--- src/rtl/skf_pkg.sv ---
// Shared definitions for the streaming sum / fold block.
package skf_pkg;
    // Which of the two streaming passes is running.
    typedef enum logic {
        PASS_SUM  = 1'b0,
        PASS_FOLD = 1'b1
    } pass_e;
endpackage

--- src/rtl/skf_stream_ctrl.sv ---
// Stream controller: holds the pass state and the y / b position counters.
// Sum pass walks b fastest inside each y; fold pass walks y fastest inside each b.
// Assumes K and GROUP_LEN are powers of two, at least 2.
module skf_stream_ctrl
    import skf_pkg::*;
#(
    parameter int K         = 32,
    parameter int GROUP_LEN = 4,
    parameter int YW        = 5,
    parameter int BW        = 2
) (
    input  logic          clk,
    input  logic          rst_n,
    input  logic          start_i,
    input  logic          pass_i,
    input  logic          pipe_busy_i,
    input  logic          wts_ok_i,
    input  logic          advance_i,
    input  logic          in_valid_i,
    output logic          in_ready_o,
    output logic          accept_o,
    output logic          clr_wts_o,
    output logic          active_o,
    output pass_e         pass_o,
    output logic [YW-1:0] y_o,
    output logic [BW-1:0] b_o,
    output logic          grp_first_o,
    output logic          grp_last_o
);
    logic          active_q;
    pass_e         pass_q;
    logic [YW-1:0] y_q;
    logic [BW-1:0] b_q;
    logic          y_end, b_end, go;

    assign y_end = (y_q == YW'(K - 1));
    assign b_end = (b_q == BW'(GROUP_LEN - 1));
    // A start is honoured only when no pass runs and the fold pipe is empty.
    assign go    = start_i && !active_q && !pipe_busy_i;

    // Ready: sum pass always takes data; fold pass needs weights and a free pipe.
    assign in_ready_o  = active_q && ((pass_q == PASS_SUM) || (wts_ok_i && advance_i));
    assign accept_o    = in_valid_i && in_ready_o;
    assign clr_wts_o   = go && (pass_e'(pass_i) == PASS_SUM);
    assign grp_first_o = (pass_q == PASS_SUM) ? (b_q == '0) : (y_q == '0);
    assign grp_last_o  = (pass_q == PASS_SUM) ? b_end : y_end;
    assign active_o    = active_q;
    assign pass_o      = pass_q;
    assign y_o         = y_q;
    assign b_o         = b_q;

    // Pass state and position counters.
    always_ff @(posedge clk) begin
        if (!rst_n) begin
            active_q <= 1'b0;
            pass_q   <= PASS_SUM;
            y_q      <= '0;
            b_q      <= '0;
        end else if (go) begin
            active_q <= 1'b1;
            pass_q   <= pass_e'(pass_i);
            y_q      <= '0;
            b_q      <= '0;
        end else if (accept_o) begin
            if (pass_q == PASS_SUM) begin
                if (b_end) begin
                    b_q <= '0;
                    if (y_end) active_q <= 1'b0;
                    else       y_q      <= y_q + 1'b1;
                end else begin
                    b_q <= b_q + 1'b1;
                end
            end else begin
                if (y_end) begin
                    y_q <= '0;
                    if (b_end) active_q <= 1'b0;
                    else       b_q      <= b_q + 1'b1;
                end else begin
                    y_q <= y_q + 1'b1;
                end
            end
        end
    end

    // an idle controller never offers ready.
    p_idle_no_ready_r10: assert property (@(posedge clk) disable iff (!rst_n)
        (accept_o && grp_last_o && ((pass_q == PASS_SUM) ? y_end : b_end)) |=> !in_ready_o);
endmodule

--- src/rtl/skf_weight_regs.sv ---
// Weight register file: K Lagrange weights with per-entry valid marks.
// A clear drops all marks; a write in the same cycle keeps its own mark.
module skf_weight_regs #(
    parameter int          K      = 32,
    parameter int          DATA_W = 16,
    parameter int unsigned MODULUS = 65521,
    parameter int          YW     = 5
) (
    input  logic              clk,
    input  logic              rst_n,
    input  logic              wr_en_i,
    input  logic [YW-1:0]     wr_idx_i,
    input  logic [DATA_W-1:0] wr_data_i,
    input  logic              clr_i,
    input  logic [YW-1:0]     rd_idx_i,
    output logic [DATA_W-1:0] rd_data_o,
    output logic              all_ok_o
);
    localparam logic [DATA_W-1:0] MODW = DATA_W'(MODULUS);

    logic [DATA_W-1:0] wt_q [K];
    logic [K-1:0]      ok_q;

    // Store weights and track which entries hold a current value.
    always_ff @(posedge clk) begin
        if (!rst_n) begin
            ok_q <= '0;
            for (int i = 0; i < K; i++) wt_q[i] <= '0;
        end else begin
            for (int i = 0; i < K; i++) begin
                if (wr_en_i && (wr_idx_i == YW'(i))) begin
                    wt_q[i] <= wr_data_i;
                    ok_q[i] <= 1'b1;
                end else if (clr_i) begin
                    ok_q[i] <= 1'b0;
                end
            end
        end
    end

    assign rd_data_o = wt_q[rd_idx_i];
    assign all_ok_o  = &ok_q;

    // weights must arrive already reduced.
    p_wt_reduced_r9: assert property (@(posedge clk) disable iff (!rst_n)
        wr_en_i |-> (wr_data_i < MODW));
endmodule

--- src/rtl/skf_sum_acc.sv ---
// Sum-pass accumulator: one running modular sum, restarted at each y group,
// emitted as a one-cycle pulse when the group's last value is taken.
module skf_sum_acc #(
    parameter int          DATA_W  = 16,
    parameter int unsigned MODULUS = 65521,
    parameter int          YW      = 5
) (
    input  logic              clk,
    input  logic              rst_n,
    input  logic              fire_i,
    input  logic              first_i,
    input  logic              last_i,
    input  logic [YW-1:0]     y_i,
    input  logic [DATA_W-1:0] data_i,
    output logic              sum_valid_o,
    output logic [YW-1:0]     sum_idx_o,
    output logic [DATA_W-1:0] sum_data_o
);
    localparam logic [DATA_W:0] MODX = (DATA_W + 1)'(MODULUS);

    logic [DATA_W-1:0] acc_q, acc_nxt;
    logic [DATA_W:0]   raw;

    // Modular add of the running sum and the new value.
    always_comb begin
        raw = {1'b0, acc_q} + {1'b0, data_i};
        if (first_i)          acc_nxt = data_i;
        else if (raw >= MODX) acc_nxt = DATA_W'(raw - MODX);
        else                  acc_nxt = raw[DATA_W-1:0];
    end

    // Running sum and emitted result.
    always_ff @(posedge clk) begin
        if (!rst_n) begin
            acc_q       <= '0;
            sum_valid_o <= 1'b0;
            sum_idx_o   <= '0;
            sum_data_o  <= '0;
        end else begin
            sum_valid_o <= fire_i && last_i;
            if (fire_i) begin
                acc_q <= acc_nxt;
                if (last_i) begin
                    sum_idx_o  <= y_i;
                    sum_data_o <= acc_nxt;
                end
            end
        end
    end

    // an emitted sum is fully reduced.
    p_sum_reduced_r9: assert property (@(posedge clk) disable iff (!rst_n)
        sum_valid_o |-> ({1'b0, sum_data_o} < MODX));
    // each sum is a single-cycle pulse.
    p_sum_pulse_r3: assert property (@(posedge clk) disable iff (!rst_n)
        sum_valid_o |=> !sum_valid_o);
endmodule

--- src/rtl/skf_mac_pipe.sv ---
// Fold pipeline: multiply, reduce, accumulate, write.
// Stage 1 forms the full product, stage 2 reduces it modulo MODULUS,
// stage 3 adds it into the b-group accumulator and on the group's last
// value parks the result in a write register. A refused write freezes
// every stage, and the controller drops ready on the same condition.
module skf_mac_pipe #(
    parameter int          DATA_W  = 16,
    parameter int unsigned MODULUS = 65521,
    parameter int          BW      = 2
) (
    input  logic              clk,
    input  logic              rst_n,
    input  logic              fire_i,
    input  logic              last_i,
    input  logic [BW-1:0]     b_i,
    input  logic [DATA_W-1:0] data_i,
    input  logic [DATA_W-1:0] wt_i,
    input  logic              mem_ready_i,
    output logic              advance_o,
    output logic              busy_o,
    output logic              mem_we_o,
    output logic [BW-1:0]     mem_addr_o,
    output logic [DATA_W-1:0] mem_data_o
);
    localparam int                  PW   = 2 * DATA_W;
    localparam logic [PW-1:0]       MODP = PW'(MODULUS);
    localparam logic [DATA_W:0]     MODX = (DATA_W + 1)'(MODULUS);

    logic              v1_q, last1_q, v2_q, last2_q, open_q;
    logic [BW-1:0]     b1_q, b2_q;
    logic [PW-1:0]     prod1_q;
    logic [DATA_W-1:0] red2_q, acc_q, acc_nxt;
    logic [DATA_W:0]   raw;

    assign advance_o = !(mem_we_o && !mem_ready_i);
    assign busy_o    = v1_q || v2_q || mem_we_o || open_q;

    // Accumulate the reduced product, restarting after a group ends.
    always_comb begin
        raw = {1'b0, acc_q} + {1'b0, red2_q};
        if (!open_q)          acc_nxt = red2_q;
        else if (raw >= MODX) acc_nxt = DATA_W'(raw - MODX);
        else                  acc_nxt = raw[DATA_W-1:0];
    end

    // Stage 1: full-width product of value and weight.
    always_ff @(posedge clk) begin
        if (!rst_n) begin
            v1_q    <= 1'b0;
            last1_q <= 1'b0;
            b1_q    <= '0;
            prod1_q <= '0;
        end else if (advance_o) begin
            v1_q    <= fire_i;
            last1_q <= last_i;
            b1_q    <= b_i;
            prod1_q <= {{DATA_W{1'b0}}, data_i} * {{DATA_W{1'b0}}, wt_i};
        end
    end

    // Stage 2: reduce the product modulo the prime.
    always_ff @(posedge clk) begin
        if (!rst_n) begin
            v2_q    <= 1'b0;
            last2_q <= 1'b0;
            b2_q    <= '0;
            red2_q  <= '0;
        end else if (advance_o) begin
            v2_q    <= v1_q;
            last2_q <= last1_q;
            b2_q    <= b1_q;
            red2_q  <= DATA_W'(prod1_q % MODP);
        end
    end

    // Stage 3: group accumulator and the parked write.
    always_ff @(posedge clk) begin
        if (!rst_n) begin
            acc_q      <= '0;
            open_q     <= 1'b0;
            mem_we_o   <= 1'b0;
            mem_addr_o <= '0;
            mem_data_o <= '0;
        end else if (advance_o) begin
            if (mem_we_o && mem_ready_i) mem_we_o <= 1'b0;
            if (v2_q) begin
                acc_q  <= acc_nxt;
                open_q <= !last2_q;
                if (last2_q) begin
                    mem_we_o   <= 1'b1;
                    mem_addr_o <= b2_q;
                    mem_data_o <= acc_nxt;
                end
            end
        end
    end

    // a refused write holds its request, address and data.
    p_write_hold_r8: assert property (@(posedge clk) disable iff (!rst_n)
        (mem_we_o && !mem_ready_i) |=> (mem_we_o && $stable(mem_addr_o) && $stable(mem_data_o)));
    // a written fold value is fully reduced.
    p_fold_reduced_r9: assert property (@(posedge clk) disable iff (!rst_n)
        mem_we_o |-> ({1'b0, mem_data_o} < MODX));
endmodule

--- src/rtl/kpoint_sum_fold.sv ---
// Top level: streaming K-point group sums (sum pass) and Lagrange-weighted
// fold into local memory (fold pass) over one valid/ready input stream.
// Assumes inputs below MODULUS; start is issued only between passes.
module kpoint_sum_fold
    import skf_pkg::*;
#(
    parameter int          DATA_W    = 16,
    parameter int unsigned MODULUS   = 65521,
    parameter int          K         = 32,
    parameter int          GROUP_LEN = 4,
    localparam int         YW        = $clog2(K),
    localparam int         BW        = $clog2(GROUP_LEN)
) (
    input  logic              clk,
    input  logic              rst_n,
    input  logic              start_i,
    input  logic              pass_i,
    input  logic              wt_we_i,
    input  logic [YW-1:0]     wt_idx_i,
    input  logic [DATA_W-1:0] wt_data_i,
    input  logic              in_valid_i,
    output logic              in_ready_o,
    input  logic [DATA_W-1:0] in_data_i,
    output logic              sum_valid_o,
    output logic [YW-1:0]     sum_idx_o,
    output logic [DATA_W-1:0] sum_data_o,
    output logic              mem_we_o,
    input  logic              mem_ready_i,
    output logic [BW-1:0]     mem_addr_o,
    output logic [DATA_W-1:0] mem_data_o
);
    logic              accept, clr_wts, active, advance, pipe_busy, wts_ok;
    logic              grp_first, grp_last;
    pass_e             pass_cur;
    logic [YW-1:0]     y_pos;
    logic [BW-1:0]     b_pos;
    logic [DATA_W-1:0] wt_rd;

    skf_stream_ctrl #(.K(K), .GROUP_LEN(GROUP_LEN), .YW(YW), .BW(BW)) u_ctrl (
        .clk(clk), .rst_n(rst_n), .start_i(start_i), .pass_i(pass_i),
        .pipe_busy_i(pipe_busy), .wts_ok_i(wts_ok), .advance_i(advance),
        .in_valid_i(in_valid_i), .in_ready_o(in_ready_o), .accept_o(accept),
        .clr_wts_o(clr_wts), .active_o(active), .pass_o(pass_cur),
        .y_o(y_pos), .b_o(b_pos), .grp_first_o(grp_first), .grp_last_o(grp_last)
    );

    skf_weight_regs #(.K(K), .DATA_W(DATA_W), .MODULUS(MODULUS), .YW(YW)) u_wts (
        .clk(clk), .rst_n(rst_n), .wr_en_i(wt_we_i), .wr_idx_i(wt_idx_i),
        .wr_data_i(wt_data_i), .clr_i(clr_wts), .rd_idx_i(y_pos),
        .rd_data_o(wt_rd), .all_ok_o(wts_ok)
    );

    skf_sum_acc #(.DATA_W(DATA_W), .MODULUS(MODULUS), .YW(YW)) u_sum (
        .clk(clk), .rst_n(rst_n), .fire_i(accept && (pass_cur == PASS_SUM)),
        .first_i(grp_first), .last_i(grp_last), .y_i(y_pos), .data_i(in_data_i),
        .sum_valid_o(sum_valid_o), .sum_idx_o(sum_idx_o), .sum_data_o(sum_data_o)
    );

    skf_mac_pipe #(.DATA_W(DATA_W), .MODULUS(MODULUS), .BW(BW)) u_mac (
        .clk(clk), .rst_n(rst_n), .fire_i(accept && (pass_cur == PASS_FOLD)),
        .last_i(grp_last), .b_i(b_pos), .data_i(in_data_i), .wt_i(wt_rd),
        .mem_ready_i(mem_ready_i), .advance_o(advance), .busy_o(pipe_busy),
        .mem_we_o(mem_we_o), .mem_addr_o(mem_addr_o), .mem_data_o(mem_data_o)
    );

    // reset leaves every output handshake quiet.
    p_reset_quiet_r1: assert property (@(posedge clk)
        !rst_n |=> (!in_ready_o && !sum_valid_o && !mem_we_o));
    // the sum pass never writes memory.
    p_no_write_sum_r4: assert property (@(posedge clk) disable iff (!rst_n)
        (active && (pass_cur == PASS_SUM)) |-> !mem_we_o);
    // fold data is not taken before every weight is loaded.
    p_wait_weights_r7: assert property (@(posedge clk) disable iff (!rst_n)
        (in_valid_i && in_ready_o && (pass_cur == PASS_FOLD)) |-> wts_ok);
endmodule

--- config.mk ---
export PLATFORM = sky130hd
export DESIGN_NAME = kpoint_sum_fold
export DESIGN_NICKNAME = d
export VERILOG_FILES = /design/src/rtl/skf_pkg.sv /design/src/rtl/skf_stream_ctrl.sv /design/src/rtl/skf_weight_regs.sv /design/src/rtl/skf_sum_acc.sv /design/src/rtl/skf_mac_pipe.sv /design/src/rtl/kpoint_sum_fold.sv
export SDC_FILE = /design/constraint.sdc
export NUM_CORES = 2
export LEC_CHECK = 0
export ABC_AREA = 0
export BUFFER_PORTS_ARGS = -buffer_cell sky130_fd_sc_hd__buf_2
export CAP_MARGIN = 20
export CORE_AREA = 2 2 300 302
export DETAILED_ROUTE_END_ITERATION = 10
export DIE_AREA = 0 0 302 304
export GPL_ROUTABILITY_DRIVEN = 0
export PLACE_DENSITY = 0.74
export SLEW_MARGIN = 30
export SYNTH_ARGS = -nofsm -noshare
export SYNTH_HDL_FRONTEND = slang
export SYNTH_SLANG_ARGS = --single-unit
--- constraint.sdc ---
create_clock -name clk -period 27.1 [get_ports clk]
set_clock_uncertainty 0.15 [all_clocks]
set_input_delay 1.355 -clock clk [delete_from_list [all_inputs] [get_ports clk]]
set_output_delay 1.355 -clock clk [all_outputs]
set_load 0.005 [all_outputs]
==> results.txt <==
Outcome: completed
PwrDens: 135 nW/µm²
Startpoint types: flop
Slowest stage cell, crit path: dfxtp_1
Synthesized flop and latch total: 688
Die ar.: 91800 µm²
Yosys warning count: 0
TritonCTS Sinks: 688
Clock Latency Late Sink: 640 ps
Final critical-path required period: 20980 ps
RSZ-0062 raised after global routing: no
TritonCTS clock tree: done
Num CTS Buffers: 73
Die width: 302 µm
Layout Utilization: 0.567
Switching power: 3.28 mW
Worst setup path class: reg -> reg
# Max-Cap Violations: 0
Post-route design area: 50500 µm²
CP required: 27440 ps
Total Routing Usage GR: 0.273
R2r startpoint: u_mac.prod1_q[31]
Max-slew violation count: 0
Hold path startpoint: u_mac.mem_data_o[10]
CP peak stage delay: 820 ps
N_diodes: 0
Clock Pin Slew Worst Setup and Hold Paths: 60 ps
FF-to-FF End: u_mac.red2_q[3]
Pint: 3.53 mW
Placement Cell Area: 48100 µm²
First-pass GRT wire length: 196000 µm
Fmax: 47.7 MHz
Largest net degree at the start of global routing: 84
Combinational Power Share: 0.661
Slew @ Worst Pin: 1020 ps
CTS root buf: clkbuf_16
Final period util: 0.774
Cell depth of the worst flop-to-flop path: 55
GRT busiest layer: met2
Static leakage: 18.8 nW
Synth top area cells: edfxtp_1, fa_1, mux4_2, dfxtp_1, nand2_1
Worst Hold Endpoint: u_mac.mem_data_o[10]
Compound-Gate Fraction of Synth Area: 0.130
Clk buf depth: 3
CP dominant cell by count: or3_1
Worst Hold Depth: 2
Wire per inst: 22.1 µm
Top-count cell post-synth: nand2_1
Top cell type's share of synthesized area: 0.329
Net Sw Frac: 0.481
Simple-gate share of the synthesized area: 0.165
Post-CTS resize count: 0
Post-route ant nets: 0
Hold Crit Class: reg -> reg
Commonest cells in the netlist: nand2_1, edfxtp_1, nor2_1
Clk pwr share: 0.146
GRT met2 Usage: 0.457
GR Overflow Total: 0
DRC viols: 0
Setup TNS Final: 0 ps
Sequential power share: 0.193
Leading area contributor after synthesis: edfxtp_1
Mapped Cells: 4457
Mux cell area share after synthesis: 0.0941
Crit. End Element: flop
# hold bufs at CTS: 0
I/O Buffers: 85
Post-synth EDFFs: 512
Main combinational cell family by area after synthesis: simple AND/OR/NAND/NOR gates
Seq/Total Area, Yosys: 0.405
Maximum vdd drop: 0.000139 V
Synth Area in Adders: 0.125
Max FO, Critical Path: 24
Via count: 35300
Area Overhead vs Synth: 8.09%
Post-synth cell types: 150
Final setup violation count: 0
Avg Cell Area, Syn: 10.5 µm²
Worst endpoint data arrival time: 21320 ps
DRT iter0 DRCs: 3464
Async S/R FF share, synth: 0
DR pass1 iterations: 6
Final Hold Fails: 0
I/O pin total: 86
Die Span Y: 304 µm
# rows: 110
Setup Buffers After CTS: 0
Via/cell ratio: 6.22
Final nets: 4828
Fillers: 7321
R2R setup slack: 6120 ps
Cell area after technology mapping: 46700 µm²
DRT Wirelength: 125000 µm
Share of layout cells above drive strength 1: 0.133
DP Wirelength: 84600 µm
Most common flop cell mapped by yosys: edfxtp_1
Core area: 89000 µm²
Starting Density: 0.524
CTS HTree Levels: 3
Syn Nets: 4846
Xor/xnor share of the synthesized area: 0.0333
Antenna violations before repair: 3
Vias in the first global route: 35000
Met1 Resource Use GR: 0.361
GR Layer Usage met3: 0.0411
Slew HR: 0.320
worst max-delay path by stage:
| stage | cells after the start | slack (ps) | end | from |
|---|---|---|---|---|
| after global routing | 55 | 4310 | u_mac.red2_q[3] | u_mac.prod1_q[31] |
| final | 55 | 6120 | u_mac.red2_q[3] | u_mac.prod1_q[31] |
| after detailed placement | 55 | 6650 | u_mac.red2_q[3] | u_mac.prod1_q[31] |
| after global placement | 54 | 7170 | u_mac.red2_q[3] | u_mac.prod1_q[16] |
| after CTS | 55 | 6510 | u_mac.red2_q[3] | u_mac.prod1_q[31] |
| after floorplan | 64 | 10250 | u_mac.red2_q[3] | u_mac.prod1_q[21] |
worst max-delay path, delay by kind of cell, from the launching register on:
kind	cells	cell delay, ps
and+or+nand+nor	22	8240
DFF	1	820
buffers and inverters	1	270
adders and majority gates	1	260
muxes	3	1330
xor gates and xnor gates	4	1820
AOI/OAI and AO/OA	24	7900
registers in the layout (all words and copies together) (netlist names), 5 cells and up, named ones only:
register	cells
u_mac.prod1_q	32
u_sum.sum_data_o	16
u_mac.mem_data_o	16
u_ctrl.y_o	5
u_wts.ok_q	32
u_mac.acc_q	16
u_sum.acc_q	16
u_sum.sum_idx_o	5
u_mac.red2_q	16
u_wts.wt_q	512
layout make-up:
cell class	count	area (µm²)	area share
well taps	1176	1470	0.0292
inverters	305	1150	0.0227
repair buffers	145	907	0.0180
flip-flops and latches	688	18900	0.375
multi-input cells	3226	25700	0.509
clock inverters	37	443	0.00878
clock buffers	93	1920	0.0381
power by group through the flow:
stage	clock network (mW)	registers [mW]	logic, mW
6_report	0.999	1.31	4.50
5_1_grt	1.05	1.32	4.99
4_1_cts	1.01	1.31	4.44
3_5_place_dp	0	1.33	4.39
3_3_place_gp	0	1.32	4.34
2_1_floorplan	0	1.28	3.54
stage by stage:
step	std cells	hold slack (ps)	setup slack (ps)	power (mW)
6_report	5670	300	6120	6.82
5_1_grt	5670	318	4310	7.36
4_1_cts	5669	303	6510	6.75
3_5_place_dp	5539	295	6650	5.72
3_3_place_gp	5538	287	7170	5.67
2_1_floorplan	4457	281	10250	4.82
cell usage in the layout (no fill, tap or decap), types with 58 or more instances in the layout:
cell	n
ha_1	148
edfxtp_1	512
nand3_1	70
fa_1	196
nand2_1	524
buf_2	84
and2_1	78
nor2_1	503
xnor2_1	131
inv_1	303
mux4_2	160
o21ai_0	96
a21oi_1	262
nor2b_1	66
buf_4	58
clkbuf_16	73
dfxtp_1	172
cells by family after synthesis:
logic type,after synthesis
DFF,688
adders and majority gates,351
and+or+nand+nor,1606
AOI/OAI and AO/OA,860
xor gates and xnor gates,176
muxes,233
buffers and inverters,543
per-layer routing:
metal / vias to the layer above / share of wire
met5: - / 0.000096
met4: 2 / 0.038
met3: 278 / 0.080
met2: 1631 / 0.49
met1: 17400 / 0.40
li1: 16000 / -
(Power assumes the default switching activity.)
